### src/rtl/clkdiv_pkg.sv
package clkdiv_pkg;
  parameter int unsigned RATIO_W = 3;

  typedef logic [RATIO_W-1:0] ratio_t;

  typedef struct packed {
    logic   runEn;
    ratio_t ratioA;
    ratio_t ratioB;
  } ctrlStrobes_t;

  function automatic ratio_t decodeA(input logic sel);
    return sel ? ratio_t'(4) : ratio_t'(2);
  endfunction

  function automatic ratio_t decodeB(input logic [1:0] sel);
    ratio_t r;
    case (sel)
      2'b00:   r = ratio_t'(4);
      2'b01:   r = ratio_t'(6);
      default: r = ratio_t'(5);
    endcase
    return r;
  endfunction
endpackage

### src/rtl/clkdiv_ctrl.sv
module clkdiv_ctrl
  import clkdiv_pkg::*;
#(
  parameter int unsigned SYNC_STAGES = 2
) (
  input  logic         clk,
  input  logic         rst,
  input  logic         enN,
  input  logic         selA,
  input  logic [1:0]   selB,
  output ctrlStrobes_t strobes
);
  logic [SYNC_STAGES-1:0] syncChain;

  always_ff @(negedge clk or posedge rst) begin
    if (rst) syncChain <= '0;
    else     syncChain <= {syncChain[SYNC_STAGES-2:0], ~enN};
  end

  always_comb begin
    strobes.runEn  = syncChain[SYNC_STAGES-1];
    strobes.ratioA = decodeA(selA);
    strobes.ratioB = decodeB(selB);
  end
endmodule

### src/rtl/clkdiv_bank.sv
module clkdiv_bank
  import clkdiv_pkg::*;
#(
  parameter bit HAS_ODD = 1'b1
) (
  input  logic   clk,
  input  logic   rst,
  input  logic   runEn,
  input  ratio_t ratioSel,
  output logic   divOut
);
  ratio_t cnt, ratioLat, nCnt, nRatio;
  logic   running, nRun, hiPos, nHi, wrap;

  always_comb begin
    wrap   = running && (cnt == ratioLat - ratio_t'(1));
    nCnt   = cnt;
    nRatio = ratioLat;
    nRun   = running;
    if (!running) begin
      nCnt = '0;
      if (runEn) begin
        nRun   = 1'b1;
        nRatio = ratioSel;
      end
    end else if (wrap) begin
      nCnt = '0;
      if (runEn) nRatio = ratioSel;
      else       nRun   = 1'b0;
    end else begin
      nCnt = cnt + ratio_t'(1);
    end
    nHi = nRun && (nCnt < (nRatio >> 1));
  end

  always_ff @(posedge clk or posedge rst) begin
    if (rst) begin
      cnt      <= '0;
      ratioLat <= '0;
      running  <= 1'b0;
      hiPos    <= 1'b0;
    end else begin
      cnt      <= nCnt;
      ratioLat <= nRatio;
      running  <= nRun;
      hiPos    <= nHi;
    end
  end

  generate
    if (HAS_ODD) begin : g_odd
      logic hiNeg;
      always_ff @(negedge clk or posedge rst) begin
        if (rst) hiNeg <= 1'b0;
        else     hiNeg <= hiPos & ratioLat[0];
      end
      assign divOut = hiPos | hiNeg;
    end else begin : g_even
      assign divOut = hiPos;
    end
  endgenerate

  AST_CNT_RANGE: assert property (@(posedge clk) disable iff (rst)
    running |-> (cnt < ratioLat));
  AST_IDLE_LOW: assert property (@(posedge clk) disable iff (rst)
    !running |-> !hiPos);
  AST_RATIO_AT_WRAP: assert property (@(posedge clk) disable iff (rst)
    (running && cnt != '0) |-> $stable(ratioLat));
  AST_START_FULL: assert property (@(posedge clk) disable iff (rst)
    $rose(running) |-> (cnt == '0 && hiPos));
endmodule

### src/rtl/clkdiv_datapath.sv
module clkdiv_datapath
  import clkdiv_pkg::*;
(
  input  logic         clk,
  input  logic         rst,
  input  ctrlStrobes_t strobes,
  output logic         divA,
  output logic         divB
);
  clkdiv_bank #(.HAS_ODD(1'b0)) u_bankA (
    .clk(clk), .rst(rst), .runEn(strobes.runEn),
    .ratioSel(strobes.ratioA), .divOut(divA)
  );
  clkdiv_bank #(.HAS_ODD(1'b1)) u_bankB (
    .clk(clk), .rst(rst), .runEn(strobes.runEn),
    .ratioSel(strobes.ratioB), .divOut(divB)
  );
endmodule

### src/rtl/dual_bank_clkdiv.sv
module dual_bank_clkdiv
  import clkdiv_pkg::*;
(
  input  logic       clkIn,
  input  logic       rstIn,
  input  logic       enN,
  input  logic       selA,
  input  logic [1:0] selB,
  output logic       qA0,
  output logic       qA1,
  output logic       qB0,
  output logic       qB1
);
  ctrlStrobes_t strobes;
  logic divA, divB;

  clkdiv_ctrl #(.SYNC_STAGES(2)) u_ctrl (
    .clk(clkIn), .rst(rstIn), .enN(enN),
    .selA(selA), .selB(selB), .strobes(strobes)
  );
  clkdiv_datapath u_dp (
    .clk(clkIn), .rst(rstIn), .strobes(strobes),
    .divA(divA), .divB(divB)
  );

  assign qA0 = divA;
  assign qA1 = divA;
  assign qB0 = divB;
  assign qB1 = divB;
endmodule

### config.mk
export PLATFORM = sky130hd
export DESIGN_NAME = dual_bank_clkdiv
export DESIGN_NICKNAME = d
export VERILOG_FILES = /design/src/rtl/clkdiv_pkg.sv /design/src/rtl/clkdiv_ctrl.sv /design/src/rtl/clkdiv_bank.sv /design/src/rtl/clkdiv_datapath.sv /design/src/rtl/dual_bank_clkdiv.sv
export SDC_FILE = /design/constraint.sdc
export NUM_CORES = 1
export LEC_CHECK = 0
export ABC_AREA = 0
export BUFFER_PORTS_ARGS = -buffer_cell sky130_fd_sc_hd__buf_2
export CORE_AREA = 2 2 47 49
export CTS_CLUSTER_SIZE = 24
export DETAILED_ROUTE_END_ITERATION = 10
export DIE_AREA = 0 0 49 51
export PLACE_DENSITY = 0.69
export SYNTH_ARGS = -nofsm -noshare
export SYNTH_HDL_FRONTEND = slang
export SYNTH_SLANG_ARGS = --single-unit
### constraint.sdc
create_clock -name clkIn -period 3.6 [get_ports clkIn]
set_input_delay 0.54 -clock clkIn [delete_from_list [all_inputs] [get_ports clkIn]]
set_output_delay 0.54 -clock clkIn [all_outputs]
set_load 0.01 [all_outputs]
==> flow_summary_export.csv <==
group,metric,value,unit
run_status,status,"finished clean",
floorplanning,die_y,51,microns
cells_and_area,drive_gt1_frac,0.223,
floorplanning,ios,10,
synthesis,avgSynthCellArea,11.8,sq um
placement,hpwlAfterDp,1140,microns
sta,clock_skew,0.00721,ns
floorplanning,dieWidth,49,microns
synthesis,synthesis.area,977,sq um
clocking,clock_path_buffers,2,
placement,port_buffers,9,
sta,worst_slew_pin_slew,0.450,ns
sta,setup_viol_count_final,0,
clocking,clk_pin_slew_worst_paths,0.10,ns
sta,maxSlewViolCount,0,
clocking,clkLatencyLatePin,0.30,ns
route,via_per_inst,4.80,
floorplanning,dieArea,2500,sq um
synthesis,synth-edff-count,0,
clocking,hold_buffers,0,
floorplanning,core_area,2060,sq um
clocking,clock_sinks,19,
setup_path,required,3.06,ns
cells_and_area,num_antenna_cells,0,
placement,gp_congestion,0.772,
synthesis,synth_area_leaders,"dfrtp_1 41%, dfrtn_1 7.7%, ha_1 7.7%",
setup_path,r2r_start,"u_ctrl.syncChain[1]",
clocking,ctsResizeCount,0,
synthesis,yosys-top-cells-count,"16 x dfrtp_1, 12 x inv_1, 7 x xnor2_1",
sta,rsz0062_at_grt,"false",
pwr,p_leak,0.000519,uW
route,drt-total-wl,1440,microns
setup_path,r2r_cells,4,
setup_path,crit_fanout,2,
route,first_pass_iters,4,
cells_and_area,fin_area,1070,sq um
synthesis,synth_top_area_cell,"dfrtp_1",
synthesis,synth_nets,95,
synthesis,ys_seq_area_frac,0.487,
floorplanning,start_util,0.474,
route,ant_nets,0,
clocking,cts_setup_buffers,0,
synthesis,synth_cell_types,22,
sta,slew_headroom,0.700,
setup_path,reg2reg_slack,0.27,ns
global_route,grt_max_degree,13,
sta,finalHoldViolations,0,
setup_path,crit_chain,"or2_2 -> buf_2",
pwr,power_density,1050,nW/um^2
synthesis,async_reset_ff_frac,1.00,
global_route,grt_pass1_vias,581,
route,wl_per_cell,11.8,microns
setup_path,cp.arrival,2.83,ns
cells_and_area,nNetsFinal,107,
route,drcViolationCount,0,
cells_and_area,area_growth,9.73,%
setup_path,max_stage_delay,0.32,ns
synthesis,synth.most_common_cell,"dfrtp_1",
clocking,cts_buffers,3,
synthesis,synth_flop_cell,"dfrtp_1",
setup_path,crit_path_top_delay_cell,"dfrtn_1",
setup_path,endpoint,"qB0",
synthesis,syn_inst,83,
pwr,ir_drop,596,uV
route,vias,586,
clocking,cts_tree,"done",
floorplanning,std_cell_rows,17,
synthesis,yosysWarningCount,0,
global_route,grt_first_pass_wirelength,2580,microns
setup_path,cp-end-kind,"output port",
global_route,track_usage,0.142,
placement,post_dp_cell_area,1050,sq um
setup_path,path_class,"reg -> out",
synthesis,ys_seq_elements,19,
global_route,antenna_found_initial,0,
run,drv_cap,0,
sta,finalSetupTns,0,ns
route,drtIter0Drc,5,
setup_path,crit_path_start,"u_dp.u_bankB.g_odd.hiNeg",
clocking,h-tree-depth,1,
worst_hold_path,hp-class,"in -> async",
synthesis,synth_top_area_frac,0.410,
setup_path,start_kind,"flop",
setup_path,rr_endpoint,"u_dp.u_bankA.divOut",
clocking,root_buffer,"clkbuf_4",
global_route,overflow,0,
==> worst min path at each step <==
stage | startpoint | end | cells after the start
3_5_place_dp | u_ctrl.syncChain[0] | u_ctrl.syncChain[1] | 0
5_1_grt | rstIn | u_dp.u_bankA.cnt[1] | 2
3_3_place_gp | u_ctrl.syncChain[0] | u_ctrl.syncChain[1] | 0
2_1_floorplan | u_ctrl.syncChain[0] | u_ctrl.syncChain[1] | 0
6_report | rstIn | u_dp.u_bankA.ratioLat[1] | 2
4_1_cts | rstIn | u_dp.u_bankA.ratioLat[1] | 2
==> state kept, by name, indices dropped and copies added, names as in the netlist <==
name and flops:
u_dp.u_bankA.cnt 3, u_dp.u_bankA.ratioLat 3, u_dp.u_bankB.cnt 3, u_dp.u_bankB.ratioLat 3, u_ctrl.syncChain 2, u_dp.u_bankA.divOut 1
u_dp.u_bankA.running 1, u_dp.u_bankB.g_odd.hiNeg 1, u_dp.u_bankB.hiPos 1, u_dp.u_bankB.running 1
==> worst max-delay path, delay by kind of cell (launching register included) <==
kind	cells	cell delay (ns)
flops	1	0.32
simple gates	1	0.27
buf+inv	1	0.14
==> layout by cell type (no fill, tap or decap) <==
| cell | Yosys | routed |
|---|---|---|
| nor2b_1 | 2 | 2 |
| nor2_1 | 6 | 6 |
| and2_1 | 2 | 2 |
| xor3_1 | 2 | 2 |
| a21oi_1 | 4 | 4 |
| nand2_1 | 5 | 5 |
| ha_1 | 6 | 6 |
| o2111ai_1 | 1 | 1 |
| xnor2_1 | 7 | 7 |
| nand2b_1 | 1 | 1 |
| xor2_1 | 1 | 1 |
| buf_2 | 0 | 9 |
| buf_4 | 2 | 1 |
| dfrtp_1 | 16 | 16 |
| a2111oi_2 | 1 | 1 |
| o31ai_4 | 2 | 2 |
| mux2_2 | 4 | 4 |
| dfrtn_1 | 3 | 3 |
| o21ai_0 | 1 | 1 |
| inv_1 | 12 | 12 |
| clkbuf_1 | 1 | 1 |
| clkbuf_4 | 0 | 3 |
| or2_2 | 1 | 1 |
| mux2i_1 | 3 | 3 |
==> cells by family (layout without fill, tap and decap cells) <==
kind of cell	Yosys count	in the layout	synth area share
xor+xnor	10	10	0.120
fa+ha+maj	6	6	0.0768
mux	7	7	0.0768
simple gates	17	17	0.0807
flops	19	19	0.487
buf+inv	15	26	0.0653
compound gates	9	9	0.0935
==> stage by stage <==
step | power (uW) | instances | utilization | setup slack [ns] | hold WS [ns]
2_1_floorplan | 913 | 83 | - | 0.293 | 0.292
3_3_place_gp | 992 | 118 | 0.507 | 0.350 | 0.294
3_5_place_dp | 1030 | 118 | 0.507 | 0.279 | 0.307
4_1_cts | 1140 | 122 | 0.520 | 0.218 | 0.233
5_1_grt | 1230 | 122 | 0.520 | 0.142 | 0.265
6_report | 1120 | 122 | 0.520 | 0.227 | 0.226
==> area by class of cell <==
class | count | area, sq um
tap | 28 | 35.0
multi-input combinational | 49 | 438
clock buffer | 4 | 26.3
timing repair buffer | 10 | 52.6
sequential | 19 | 475
inverter | 12 | 45.0
fill | 182 | 991
==> report_power, final <==
part	internal, uW	total (uW)	switching (uW)
Sequential	304	370	65.5
Clock	43.2	108	65.1
Combinational	319	643	324
Total	667	1120	454
==> layer usage <==
metal	global-route usage	vias up	routed length, microns
li1	-	289	-
met1	0.200	275	689
met2	0.210	17	657
met3	0.0175	5	60
met4	0.0857	0	32
met5	0	-	0
Note: power is estimated with default switching activity, not from simulation.
